## src/rtl/lane_force_pkg.sv

```systemverilog
package lane_force_pkg;

  // Register bases inside a lane window
  localparam logic [15:0] ADR_TX_STS = 16'h2001;
  localparam logic [15:0] ADR_RX_STS = 16'h2002;
  localparam logic [15:0] ADR_TX_OVR = 16'h2004;
  localparam logic [15:0] ADR_RX_OVR = 16'h2005;

  // Field positions the lane decodes
  localparam int BIT_HALF    = 0;
  localparam int BIT_RX_EN   = 14;
  localparam int BIT_TX_EN   = 15;
  localparam int BIT_PLL_RST = 11;
  localparam int PLL_LSB     = 8;
  localparam int ATT_LSB     = 10;
  localparam int ATT_SKIP    = 3;
  localparam int MODE_W      = 3;
  localparam int ATT_W       = 4;

  typedef enum logic [1:0] {REG_TXS, REG_RXS, REG_TXO, REG_RXO} reg_sel_e;

  typedef enum logic [3:0] {
    S_IDLE, S_POLL, S_RX_RD, S_RX_CLR, S_RX_SET, S_RX_MODE, S_RX_RST1,
    S_RX_RST0, S_SETTLE, S_TX_RD, S_TX_CLR, S_TX_SET, S_TX_ATT,
    S_DIS_RD, S_DIS_WR
  } seq_st_e;

  function automatic logic st_is_op(seq_st_e s);
    return !(s == S_IDLE || s == S_SETTLE);
  endfunction

  function automatic logic st_is_wr(seq_st_e s);
    return s inside {S_RX_CLR, S_RX_SET, S_RX_MODE, S_RX_RST1, S_RX_RST0,
                     S_TX_CLR, S_TX_SET, S_TX_ATT, S_DIS_WR};
  endfunction

  function automatic reg_sel_e st_reg(seq_st_e s);
    case (s)
      S_POLL, S_RX_RD, S_DIS_RD:    return REG_RXS;
      S_TX_RD:                      return REG_TXS;
      S_TX_CLR, S_TX_SET, S_TX_ATT: return REG_TXO;
      default:                      return REG_RXO;
    endcase
  endfunction

endpackage

```

## src/rtl/lane_force_xfer.sv

```systemverilog
module lane_force_xfer #(
  parameter int AW = 16,
  parameter int DW = 16
) (
  input  logic          clk,
  input  logic          rst,
  input  logic          go,
  input  logic          we,
  input  logic [AW-1:0] addr,
  input  logic [DW-1:0] wdata,
  output logic          op_done,
  output logic [DW-1:0] op_rdata,
  output logic          acc_req,
  output logic          acc_we,
  output logic [AW-1:0] acc_addr,
  output logic [DW-1:0] acc_wdata,
  input  logic          acc_ack,
  input  logic [DW-1:0] acc_rdata
);

  always_ff @(posedge clk) begin
    if (rst) begin
      acc_req   <= 1'b0;
      acc_we    <= 1'b0;
      acc_addr  <= '0;
      acc_wdata <= '0;
      op_done   <= 1'b0;
      op_rdata  <= '0;
    end else begin
      op_done <= 1'b0;
      if (acc_req && acc_ack) begin
        acc_req  <= 1'b0;
        op_done  <= 1'b1;
        op_rdata <= acc_rdata;
      end else if (go && !acc_req) begin
        acc_req   <= 1'b1;
        acc_we    <= we;
        acc_addr  <= addr;
        acc_wdata <= wdata;
      end
    end
  end

endmodule

```

## src/rtl/lane_force_timer.sv

```systemverilog
module lane_force_timer #(
  parameter int CW = 8
) (
  input  logic          clk,
  input  logic          rst,
  input  logic          load,
  input  logic [CW-1:0] load_val,
  output logic          expired
);

  logic [CW-1:0] cnt_q;

  always_ff @(posedge clk) begin
    if (rst)                cnt_q <= '0;
    else if (load)          cnt_q <= load_val;
    else if (cnt_q != '0)   cnt_q <= cnt_q - 1'b1;
  end

  assign expired = (cnt_q == '0);

endmodule

```

## src/rtl/lane_force_ctrl.sv

```systemverilog
module lane_force_ctrl
  import lane_force_pkg::*;
#(
  parameter int AW            = 16,
  parameter int DW            = 16,
  parameter int LW            = 2,
  parameter int LANE_STRIDE   = 256,
  parameter int POLL_LIMIT    = 1000
) (
  input  logic              clk,
  input  logic              rst,
  input  logic              start,
  input  logic              release_req,
  input  logic [LW-1:0]     lane,
  input  logic [MODE_W-1:0] dpll_mode,
  input  logic [ATT_W-1:0]  tx_atten,
  input  logic              op_done,
  input  logic [DW-1:0]     op_rdata,
  input  logic              tmr_expired,
  output logic              go,
  output logic              we,
  output logic [AW-1:0]     addr,
  output logic [DW-1:0]     wdata,
  output logic              tmr_load,
  output logic              busy,
  output logic              done
);

  localparam int PW = $clog2(POLL_LIMIT + 1);

  seq_st_e           st_q, st_nx;
  logic              wait_q;
  logic [LW-1:0]     lane_q;
  logic [MODE_W-1:0] mode_q;
  logic [ATT_W-1:0]  att_q;
  logic [DW-1:0]     shadow_q;
  logic [PW-1:0]     poll_q;
  logic [AW-1:0]     base;

  assign go       = st_is_op(st_q) && !wait_q;
  assign we       = st_is_wr(st_q);
  assign wdata    = shadow_q;
  assign tmr_load = (st_q == S_RX_RST0) && op_done;

  always_comb begin
    case (st_reg(st_q))
      REG_TXS: base = AW'(ADR_TX_STS);
      REG_RXS: base = AW'(ADR_RX_STS);
      REG_TXO: base = AW'(ADR_TX_OVR);
      default: base = AW'(ADR_RX_OVR);
    endcase
    addr = base + AW'(lane_q) * AW'(LANE_STRIDE);
  end

  always_comb begin
    st_nx = st_q;
    case (st_q)
      S_IDLE: begin
        if (start)            st_nx = S_POLL;
        else if (release_req) st_nx = S_DIS_RD;
      end
      S_POLL: begin
        if (op_done) begin
          if (op_rdata[BIT_HALF] && (int'(poll_q) + 1 < POLL_LIMIT))
            st_nx = S_POLL;
          else
            st_nx = S_RX_RD;
        end
      end
      S_RX_RD:   if (op_done) st_nx = S_RX_CLR;
      S_RX_CLR:  if (op_done) st_nx = S_RX_SET;
      S_RX_SET:  if (op_done) st_nx = S_RX_MODE;
      S_RX_MODE: if (op_done) st_nx = S_RX_RST1;
      S_RX_RST1: if (op_done) st_nx = S_RX_RST0;
      S_RX_RST0: if (op_done) st_nx = S_SETTLE;
      S_SETTLE: begin
        if (tmr_expired) st_nx = att_q[ATT_SKIP] ? S_IDLE : S_TX_RD;
      end
      S_TX_RD:   if (op_done) st_nx = S_TX_CLR;
      S_TX_CLR:  if (op_done) st_nx = S_TX_SET;
      S_TX_SET:  if (op_done) st_nx = S_TX_ATT;
      S_TX_ATT:  if (op_done) st_nx = S_IDLE;
      S_DIS_RD:  if (op_done) st_nx = S_DIS_WR;
      S_DIS_WR:  if (op_done) st_nx = S_IDLE;
      default:   st_nx = S_IDLE;
    endcase
  end

  always_ff @(posedge clk) begin
    if (rst) begin
      st_q     <= S_IDLE;
      wait_q   <= 1'b0;
      lane_q   <= '0;
      mode_q   <= '0;
      att_q    <= '0;
      shadow_q <= '0;
      poll_q   <= '0;
      busy     <= 1'b0;
      done     <= 1'b0;
    end else begin
      st_q <= st_nx;
      busy <= (st_nx != S_IDLE);
      done <= (st_q != S_IDLE) && (st_nx == S_IDLE);

      if (op_done)  wait_q <= 1'b0;
      else if (go)  wait_q <= 1'b1;

      if (st_q == S_IDLE && st_nx != S_IDLE) begin
        lane_q <= lane;
        mode_q <= dpll_mode;
        att_q  <= tx_atten;
        poll_q <= '0;
      end

      if (op_done) begin
        case (st_q)
          S_POLL: poll_q <= poll_q + 1'b1;
          S_RX_RD, S_DIS_RD: begin
            shadow_q            <= op_rdata;
            shadow_q[BIT_RX_EN] <= 1'b0;
          end
          S_RX_CLR:  shadow_q[BIT_RX_EN] <= 1'b1;
          S_RX_SET:  shadow_q[PLL_LSB +: MODE_W] <= mode_q;
          S_RX_MODE: shadow_q[BIT_PLL_RST] <= 1'b1;
          S_RX_RST1: shadow_q[BIT_PLL_RST] <= 1'b0;
          S_TX_RD: begin
            shadow_q            <= op_rdata;
            shadow_q[BIT_TX_EN] <= 1'b0;
          end
          S_TX_CLR:  shadow_q[BIT_TX_EN] <= 1'b1;
          S_TX_SET:  shadow_q[ATT_LSB +: 3] <= shadow_q[ATT_LSB +: 3] | att_q[2:0];
          default: ;
        endcase
      end
    end
  end

endmodule

```

## src/rtl/lane_force_seq.sv

```systemverilog
module lane_force_seq
  import lane_force_pkg::*;
#(
  parameter int AW            = 16,
  parameter int DW            = 16,
  parameter int LANES         = 4,
  parameter int LANE_STRIDE   = 256,
  parameter int POLL_LIMIT    = 1000,
  parameter int SETTLE_CYCLES = 3_000_000,
  localparam int LW           = $clog2(LANES),
  localparam int CW           = $clog2(SETTLE_CYCLES + 1)
) (
  input  logic              clk,
  input  logic              rst,
  input  logic              start,
  input  logic              release_req,
  input  logic [LW-1:0]     lane,
  input  logic [MODE_W-1:0] dpll_mode,
  input  logic [ATT_W-1:0]  tx_atten,
  output logic              busy,
  output logic              done,
  output logic              acc_req,
  output logic              acc_we,
  output logic [AW-1:0]     acc_addr,
  output logic [DW-1:0]     acc_wdata,
  input  logic              acc_ack,
  input  logic [DW-1:0]     acc_rdata
);

  logic          go, we, op_done, tmr_load, tmr_expired;
  logic [AW-1:0] addr;
  logic [DW-1:0] wdata, op_rdata;

  lane_force_ctrl #(
    .AW(AW), .DW(DW), .LW(LW), .LANE_STRIDE(LANE_STRIDE), .POLL_LIMIT(POLL_LIMIT)
  ) u_ctrl (
    .clk(clk), .rst(rst), .start(start), .release_req(release_req),
    .lane(lane), .dpll_mode(dpll_mode), .tx_atten(tx_atten),
    .op_done(op_done), .op_rdata(op_rdata), .tmr_expired(tmr_expired),
    .go(go), .we(we), .addr(addr), .wdata(wdata), .tmr_load(tmr_load),
    .busy(busy), .done(done)
  );

  lane_force_xfer #(.AW(AW), .DW(DW)) u_xfer (
    .clk(clk), .rst(rst), .go(go), .we(we), .addr(addr), .wdata(wdata),
    .op_done(op_done), .op_rdata(op_rdata),
    .acc_req(acc_req), .acc_we(acc_we), .acc_addr(acc_addr),
    .acc_wdata(acc_wdata), .acc_ack(acc_ack), .acc_rdata(acc_rdata)
  );

  lane_force_timer #(.CW(CW)) u_timer (
    .clk(clk), .rst(rst), .load(tmr_load), .load_val(CW'(SETTLE_CYCLES)),
    .expired(tmr_expired)
  );

endmodule

```

## config.mk

```make
export PLATFORM = sky130hd
export DESIGN_NAME = lane_force_seq
export DESIGN_NICKNAME = d
export VERILOG_FILES = /design/src/rtl/lane_force_pkg.sv /design/src/rtl/lane_force_xfer.sv /design/src/rtl/lane_force_timer.sv /design/src/rtl/lane_force_ctrl.sv /design/src/rtl/lane_force_seq.sv
export SDC_FILE = /design/constraint.sdc
export NUM_CORES = 1
export LEC_CHECK = 0
export BUFFER_PORTS_ARGS = -buffer_cell sky130_fd_sc_hd__buf_2
export CORE_MARGIN = 1.5
export CORE_UTILIZATION = 61
export DETAILED_ROUTE_END_ITERATION = 8
export PLACE_DENSITY = 0.83
export SYNTH_ARGS = -nofsm -noshare
export SYNTH_HDL_FRONTEND = slang
export SYNTH_SLANG_ARGS = --single-unit
```

## constraint.sdc

```tcl
create_clock -name clk -period 3.9 [get_ports clk]
set_input_delay 0.39 -clock clk [delete_from_list [all_inputs] [get_ports clk]]
set_output_delay 0.39 -clock clk [all_outputs]
set_load 0.01 [all_outputs]
```

# == Word level (Yosys, flattened, before mapping) ==
# Cells that the tools add are included.
# classes
addsub,4
magnitude_cmp,1
n_eq_ne,16
mux,32
bitwise,2
reduce_logical,42
# op_table
operator,n
$mux W4,16
$pmux W4 S14,1
$mux W22,2
$lt A32 B11 Y1 const B,1
$mux W10,3
$eq A4 B4 Y1 const B,7
$logic_not A22 Y1,1
$reduce_bool A22 Y1,1
$sub A22 B1 Y22 const B,1
$eq A4 B3 Y1 const B,4
$reduce_and A2 Y1,8
$add A14 B10 Y15,1
$reduce_bool A4 Y1,3
$add A10 B1 Y11 const B,1
$add A10 B1 Y10 const B,1
$reduce_or A2 Y1,5
$pmux W1 S3,3
$pmux W3 S3,1
$reduce_bool A3 Y1,3
$reduce_bool A9 Y1,1
$reduce_or A3 Y1,3
$eq A4 B2 Y1 const B,2
$logic_not A4 Y1,2
$logic_and A1 B1 Y1,7
15 further kinds,19
# totals
reg_bits,115
out_inout_bits,36

# == Depth between registers and ports, before layout ==
# Gate-level depths: netlist of run 1.
# logic_depth
word_depth,11
mapped_depth,9

# == Modules after synthesis ==
# Synthesis of run 1 repeated with hierarchy kept, for this count alone.
# unflattened
hier_cells,690
area_unflattened_um2,6092.1
# by_module_without_submodules
mod,instances,cells_each,area_per_inst_um2,seq_area_each_um2
lane_force_xfer,1,229,2483.6,1021.0
lane_force_ctrl,1,313,2388.5,840.8
lane_force_timer,1,146,1212.4,440.4
lane_force_seq,1,2,7.5,0.0

# == Worst setup path before layout of run 1 ==
# No wires, ideal clock.
# synth_timing
path_kind,reg2reg
startpoint,register u_ctrl.poll_q[0]
endpoint,register u_ctrl.st_q[0]
setup_ps,132
t_arrival_ps,1777
t_required_ps,3768
slack_ps,1991
path_stages_with_launch,8
path_buffers,1
period_less_slack_ps,1909
path_cell_list,dfxtp_1 > ha_1 > clkbuf_1 > nand3_1 > or3_1 > a221oi_1 > or3_1 > a21oi_1
# synth_via
elab_chain_len,6
# synth_lines
element,line,source
"start, declared",lane_force_ctrl.sv:37,logic [PW-1:0] poll_q;
"start signal, assigned",lane_force_ctrl.sv:117,S_POLL: poll_q <= poll_q + 1'b1;
$add A10 B1 Y11,lane_force_ctrl.sv:64,if (op_rdata[BIT_HALF] && (int'(poll_q) + 1 < POLL_LIMIT))
$lt A32 B11 Y1,lane_force_ctrl.sv:64,
$logic_and A1 B1 Y1,lane_force_ctrl.sv:64,
$mux W2,lane_force_ctrl.sv:64,
$mux W4,lane_force_ctrl.sv:63,if (op_done) begin
$pmux W4 S14,lane_force_ctrl.sv:57,case (st_q)
"end signal, assigned",lane_force_ctrl.sv:101,st_q <= st_nx;
"end, declared",lane_force_ctrl.sv:31,"seq_st_e st_q, st_nx;"
# No other way between the ends.
# A chain may end at the register's enable or synchronous reset.

# == Worst setup path after layout of run 1 ==
# layout_timing
startpoint,register u_ctrl.st_q[1]
endpoint,"register u_ctrl.shadow_q[15], in the netlist u_ctrl.wdata[15]"
# layout_via
elab_chain_len,4
elab_cells_between_ends,8
cone_classes,4 x eq/ne; 1 x mux; 3 x reduce/logical
# layout_lines
element,line,source
$eq A4 B2 Y1 / $eq A4 B4 Y1 (equally long branches),lane_force_ctrl.sv:116,case (st_q)
$reduce_or A2 Y1,-,
$reduce_bool A3 Y1 (no source line),-,
$reduce_and A2 Y1 (no source line),-,
"end signal, assigned",lane_force_ctrl.sv:119,shadow_q <= op_rdata;
"end signal, assigned by index",lane_force_ctrl.sv:123,S_RX_SET: shadow_q[PLL_LSB +: MODE_W] <= mode_q;
"end signal, assigned",lane_force_ctrl.sv:127,shadow_q <= op_rdata;
"end, declared",lane_force_ctrl.sv:36,logic [DW-1:0] shadow_q;
# Parallel ways exist; a longest one is shown, timed or not.

==> qor.yml, run 1 <==
outcome: "complete, no violations"
slowest_stage: "dfxtp_1"
end_kind: "flop"
grt-ovfl-total: 0
grt.total_usage_pct: 26.2
hold_path.class: "input port to flop"
routedWlPerCell_um: 14.5
synth_top_area_share_pct: 45.3
cts_tree: "done"
grt_pass1_vias: 3859
htree_levels: 3
synthXorXnorAreaFrac_pct: 3.59
startpoint: "u_ctrl.st_q[1]"
synth_cell_types: 60
hold_buffers: 0
slew_headroom_pct: 40.4
clock_path_buffers: 2
utilization_pct: 70.1
maxSlewViolCount: 0
grt_pass1_wl_um: 17600
crit_top_cell: "nor2_1"
required_ps: 4140
boundaryPins: 66
seqCellArea_mm2: 0.00210
post-route-min-period_ps: 2360
dpl.hpwl_um: 6830
reg2reg_from: "u_ctrl.st_q[1]"
antenna_left: 0
firstDrtPassIters: 5
max_cap_violations: 0
io_buffer_count: 55
num-fill-cells: 610
critical_path_arrival_ps: 2600
worstMarginPinSlew_ps: 894
leakagePower_nw: 1.97
syn_area_mm2: 0.00464
path_cells: "nand2b_1 > o22ai_1 > and2_1 > nor2_1 > a31oi_1 > nor2_1"
rsz0062_at_grt: "false"
diodes: 0
wirelength_um: 10200
async_flop_share_pct: 0
synth_compound_area_share_pct: 19.7
area_growth_pct: 10.1
drive_gt1_share_pct: 13.9
synth_cells: 565
ys_top_cells_by_count: "dfxtp_1 (105), nand2_1 (101), a21oi_1 (71)"
post_cts_resized: 0
synth_area_leader_cell: "dfxtp_1"
min_from: "acc_rdata[4]"
slowest_delay_ps: 820
synthMuxAreaShare_pct: 0.431
via_count: 4136
start_kind: "flop"
finalSetupViolCount: 0
die_y_um: 90.2
row_count: 31
antenna_found_initial: 0
drtIter0Drc: 366
clk-insertion-delay-late_ps: 360
vias_per_cell: 5.88
synth_area_leaders: "dfxtp_1 (45%), nand2_1 (8.2%), a21oi_1 (7.7%), nor2_1 (4.3%), a22o_1 (3.2%)"
synthAdderAreaFrac_pct: 0.539
place.gp.congestion: 0.834
setup-tns-final_ps: 0
synth_enable_flop_cells: 0
yosysWarnings: 0
die_w_um: 90.2
route.detailed.drc: 0
synth_top_family_by_area: "simple AND/OR/NAND/NOR gates"
multiInputGateArea_mm2: 0.00234
synth_area_per_cell_um2: 8.21
cts_buffers: 9
fin_nets: 632
peakVddDrop_mv: 0.319
root_buffer: "clkbuf_8"
synth-seq-area-share_pct: 45.3
fin_worst_skew_ps: 12.2
path_clk_slew_ps: 100
yosysMostFrequentCell: "dfxtp_1"
grt_max_degree: 51
fmax_ghz: 0.424
die_area_mm2: 0.00814
yosys_most_used_dff: "dfxtp_1"
fin_crit_sh_pct: 60.5
core-area_mm2: 0.00729
powerDensity_mw_per_mm2: 630
cts_setup_buffers: 0
clock_sinks: 105
critPathMaxFanout: 24
initial_core_util_pct: 63.6
synth_seq_cells: 105
worstSetupPathType: "flop to flop"
finalHoldViolCount: 0
synth_simple_gate_area_share_pct: 25.3
==> logic make-up after synthesis <==
logic type,count (synthesis)
buffers and inverters,50
AO/OA/AOI/OAI,145
AND/OR/NAND/NOR,241
XOR/XNOR,19
other,1
flip-flops,105
adder cells (fa/ha/maj),2
multiplexers,2
==> power breakdown <==
| group | leakage [nW] | switching (W) | internal, W |
|---|---|---|---|
| combinational | 1.01 | 0.000612 | 0.000457 |
| clock | 0.109 | 0.000363 | 0.000368 |
| sequential | 0.853 | 0.000194 | 0.00123 |
| total | 1.97 | 0.00117 | 0.00205 |
==> metal layers <==
layer / track usage, % / part of all wire [%]
met1: 34.6 / 45
met2: 43.3 / 48
met3: 4.48 / 5.2
met4: 8.99 / 1.6
met5: 0 / 0
==> sequential cells by signal, indices dropped and copies added, names as in the netlist, 2 cells and up <==
register / count
u_timer.cnt_q: 22
u_ctrl.wdata: 16
u_xfer.acc_wdata: 16
u_xfer.op_rdata: 16
u_ctrl.poll_q: 10
u_xfer.acc_addr: 6
u_ctrl.att_q: 4
u_ctrl.st_q: 4
u_ctrl.mode_q: 3
u_ctrl.lane_q: 2
==> worst paths after layout <==
path	to	slack (ps)	depth (start not counted)
worst max register to register	u_ctrl.wdata[15]	1540	6
worst min-delay path	u_xfer.op_rdata[4]	230	2
worst min register to register	u_xfer.acc_addr[8]	460	2
worst max-delay path	u_ctrl.wdata[15]	1540	6
==> cell type report <==
cell class	instances	area share, %
clock buffer	11	2.57
inverter	6	0.441
multi-input combinational	419	45.8
tap	99	2.42
sequential	105	41.1
timing repair buffer	59	5.97
clock inverter	5	1.69
==> through the flow <==
step                instances  instance area (um2)  power, W  setup slack (ps)  hold WS [ps]
finish                    704                 5110   0.00322              1540           232
global route              704                 5110   0.00343              1320           225
CTS                       704                 5110   0.00323              1580           225
detailed placement        688                 4890   0.00250              1590           445
global placement          688                 4890   0.00245              1680           440
floorplan                 574                 4670   0.00227              1990           429
==> critical path, delay by kind of cell (launching register included) <==
kind | cells | cell delay (ps)
DFF | 1 | 820
AOI/OAI and AO/OA | 2 | 620
and+or+nand+nor | 4 | 800
==> cells in the final DEF (no fill, tap or decap), types with 3 or more instances in the layout <==
cell type,n
a31oi_1,4
a211oi_1,5
nand2_1,101
o21ai_0,16
nor3_1,16
nand2b_1,7
buf_2,55
nand3_1,10
a22o_1,17
xnor2_1,13
nor2b_1,4
a21oi_1,71
a221oi_1,3
nand3b_1,5
nand4_1,3
o21a_1,4
inv_1,6
clkbuf_8,9
nor2_1,53
or3_1,6
xor2_1,6
dfxtp_1,105
conb_1,10
and3_1,6
nor4_1,5
and2_1,5
buf_4,4
a311oi_1,3
Note: power is estimated with default switching activity, not from simulation.
==> run 2: changes to the inputs <==
--- a/config.mk
+++ b/config.mk
@@ -5,11 +5,12 @@
 export SDC_FILE = /design/constraint.sdc
 export NUM_CORES = 1
 export LEC_CHECK = 0
+export ABC_AREA = 1
 export BUFFER_PORTS_ARGS = -buffer_cell sky130_fd_sc_hd__buf_2
 export CORE_MARGIN = 1.5
-export CORE_UTILIZATION = 61
+export CORE_UTILIZATION = 57
 export DETAILED_ROUTE_END_ITERATION = 8
-export PLACE_DENSITY = 0.83
+export PLACE_DENSITY = 0.78
 export SYNTH_ARGS = -nofsm -noshare
 export SYNTH_HDL_FRONTEND = slang
 export SYNTH_SLANG_ARGS = --single-unit
==> constraint.sdc (replaced) <==
create_clock -name clk -period 2.29 [get_ports clk]
set_input_delay 0.229 -clock clk [delete_from_list [all_inputs] [get_ports clk]]
set_output_delay 0.229 -clock clk [all_outputs]
set_load 0.01 [all_outputs]
==> qor.yml, run 2 <==
synthMuxAreaShare_pct: 0
finalHoldViolCount: 0
syn_area_mm2: 0.00482
fin_crit_sh_pct: 88.1
wl_met1_um: 5290
grt_pass1_wl_um: 19100
synth_cells: 686
top_layer: "met4"
grt_max_degree: 58
htree_levels: 3
finalSetupViolCount: 0
leakagePower_nw: 2.56
via_count: 4517
powerDensity_mw_per_mm2: 1220
yosysWarnings: 0
grt_pass1_vias: 4174
crit_buf_inv: 1
clockPowerShare_pct: 17.5
yosys_most_used_dff: "dfxtp_1"
synth_area_leaders: "dfxtp_1 (44%), nand2_1 (11%), nor2_1 (9.8%), o21ai_0 (6.0%), inv_1 (4.6%)"
hold_buffers: 0
wirelength_um: 11200
clock_path_buffers: 2
synthXorXnorAreaFrac_pct: 0.908
yosysMostFrequentCell: "nand2_1"
final_cell_mix: "nand2_1 (136), nor2_1 (126), dfxtp_1 (105)"
instances_no_fill: 852
hold_path.class: "input port to flop"
synth_compound_area_share_pct: 13.9
root_buffer: "clkbuf_8"
utilization_pct: 65.7
synth_simple_gate_area_share_pct: 32.3
synth-seq-area-share_pct: 43.6
critical_path_arrival_ps: 2270
swShare_pct: 43.4
fin_area_mm2: 0.00540
required_ps: 2540
io_buffer_count: 55
path_clk_slew_ps: 120
synth_enable_flop_cells: 0
post_cts_resized: 0
end_kind: "flop"
placedCellCount: 836
place_area_mm2: 0.00519
synth_cell_types: 46
boundaryPins: 66
synth_seq_cells: 105
row_count: 33
clock_sinks: 105
worstSetupPathType: "flop to flop"
comb_power_share_pct: 42.8
routedWlPerCell_um: 13.2
peakVddDrop_mv: 0.520
drive_gt1_share_pct: 16.1
rsz0062_at_grt: "false"
grt-ovfl-total: 0
synth_top_area_share_pct: 43.6
vias_per_cell: 5.30
power_frac_seq_pct: 39.7
wl_met2_um: 5190
clk-insertion-delay-late_ps: 370
critPathMaxFanout: 7
synth_top_family_by_area: "simple AND/OR/NAND/NOR gates"
async_flop_share_pct: 0
path_cells: "inv_1 > ha_1 > nand2_2 > nor2_4 > nand4_4 > nor2_4 > nand2_2 > nand2_2 > nand2_1 > nor2_2 > nand3_2 > nor2_1 > nor2_1"
die_y_um: 95.0
core-area_mm2: 0.00822
die_area_mm2: 0.00902
synthAdderAreaFrac_pct: 0.519
largest_register_ffs: 22
num-fill-cells: 784
synth_area_per_cell_um2: 7.03
max_cap_violations: 0
cts_buffers: 9
layout.cells.most_common: "nand2_1"
setup-tns-final_ps: 0
crit_top_cell: "nand2_2"
slowest_delay_ps: 340
area_growth_pct: 11.9
diodes: 0
die_w_um: 95.0
start_kind: "flop"
place.gp.congestion: 0.945
firstDrtPassIters: 5
fin_worst_skew_ps: 17.6
cts_setup_buffers: 0
outcome: "complete, no violations"
cts_tree: "done"
initial_core_util_pct: 58.7
route.detailed.drc: 0
maxSlewViolCount: 0
ys_top_cells_by_count: "nand2_1 (136), nor2_1 (126), dfxtp_1 (105)"
fmax_ghz: 0.496
p_switching_w: 0.00286
grt.total_usage_pct: 26.8
crit_family: "simple AND/OR/NAND/NOR gates"
fin_nets: 774
synth_area_leader_cell: "dfxtp_1"
post-route-min-period_ps: 2020
met3_length_um: 600
antenna_left: 0
slowest_stage: "dfxtp_1"
top_register: "u_timer.cnt_q"
drtIter0Drc: 293
antenna_found_initial: 0
p_int_w: 0.00373
dpl.hpwl_um: 8070
## run 2: metrics by stage
| step | power (W) | hold slack, ps | worst slack (ps) |
|---|---|---|---|
| final | 0.00658 | 36.7 | 272 |
| after global routing | 0.00712 | 25.0 | 103 |
| after CTS | 0.00658 | 29.0 | 294 |
| after detailed placement | 0.00542 | 425 | 334 |
| after global placement | 0.00535 | 420 | 411 |
| after floorplan | 0.00466 | 332 | 546 |
## run 2: final cells by class
cell class / instances / area (um2) / area share (%)
Clock buffer: 10 / 138 / 2.55
Clock inverter: 6 / 67.6 / 1.25
Inverter: 68 / 255 / 4.73
Multi-Input combinational cell: 492 / 2330 / 43.2
Sequential cell: 105 / 2100 / 38.9
Tap cell: 105 / 131 / 2.43
Timing Repair Buffer: 66 / 370 / 6.86
## run 2: path summary, 6_finish.rpt
kind                          from                  to  slack [ps]  cells after the start
setup / recovery  u_timer.cnt_q[0]         u_ctrl.busy         270                     13
hold / removal        acc_rdata[4]  u_xfer.op_rdata[4]          40                      3
setup reg to reg  u_timer.cnt_q[0]         u_ctrl.busy         270                     13
hold reg to reg   u_ctrl.mode_q[2]    u_ctrl.mode_q[2]         470                      2
## run 2: routing by layer
metal	up-vias	track usage (%)
met3	13	4.11
met2	129	43.3
met4	0	8.46
li1	2315	-
met1	2060	36.6
met5	-	0
## run 2: cells by family (layout without fill, tap and decap cells)
logic type | count (synthesis) | count (layout)
XOR/XNOR | 5 | 5
flip-flops | 105 | 105
buffers and inverters | 98 | 150
AND/OR/NAND/NOR | 355 | 355
other | 1 | 10
adder cells (fa/ha/maj) | 2 | 2
AO/OA/AOI/OAI | 120 | 120
## run 2: worst register-to-register path, stage by stage, from the launching register on
cell and delay, ps:
dfxtp_1 340, inv_1 130, ha_1 240, nand2_2 110, nor2_4 150, nand4_4 140
nor2_4 220, nand2_2 70, nand2_2 70, nand2_1 60, nor2_2 100, nand3_2 100
nor2_1 120, nor2_1 40
## run 2: power by group through the flow
stage	Sequential (W)	Combinational, W	Clock, W
floorplan	0.00266	0.00200	0
global placement	0.00263	0.00272	0
detailed placement	0.00264	0.00278	0
CTS	0.00261	0.00280	0.00117
global route	0.00268	0.00319	0.00125
finish	0.00261	0.00281	0.00116
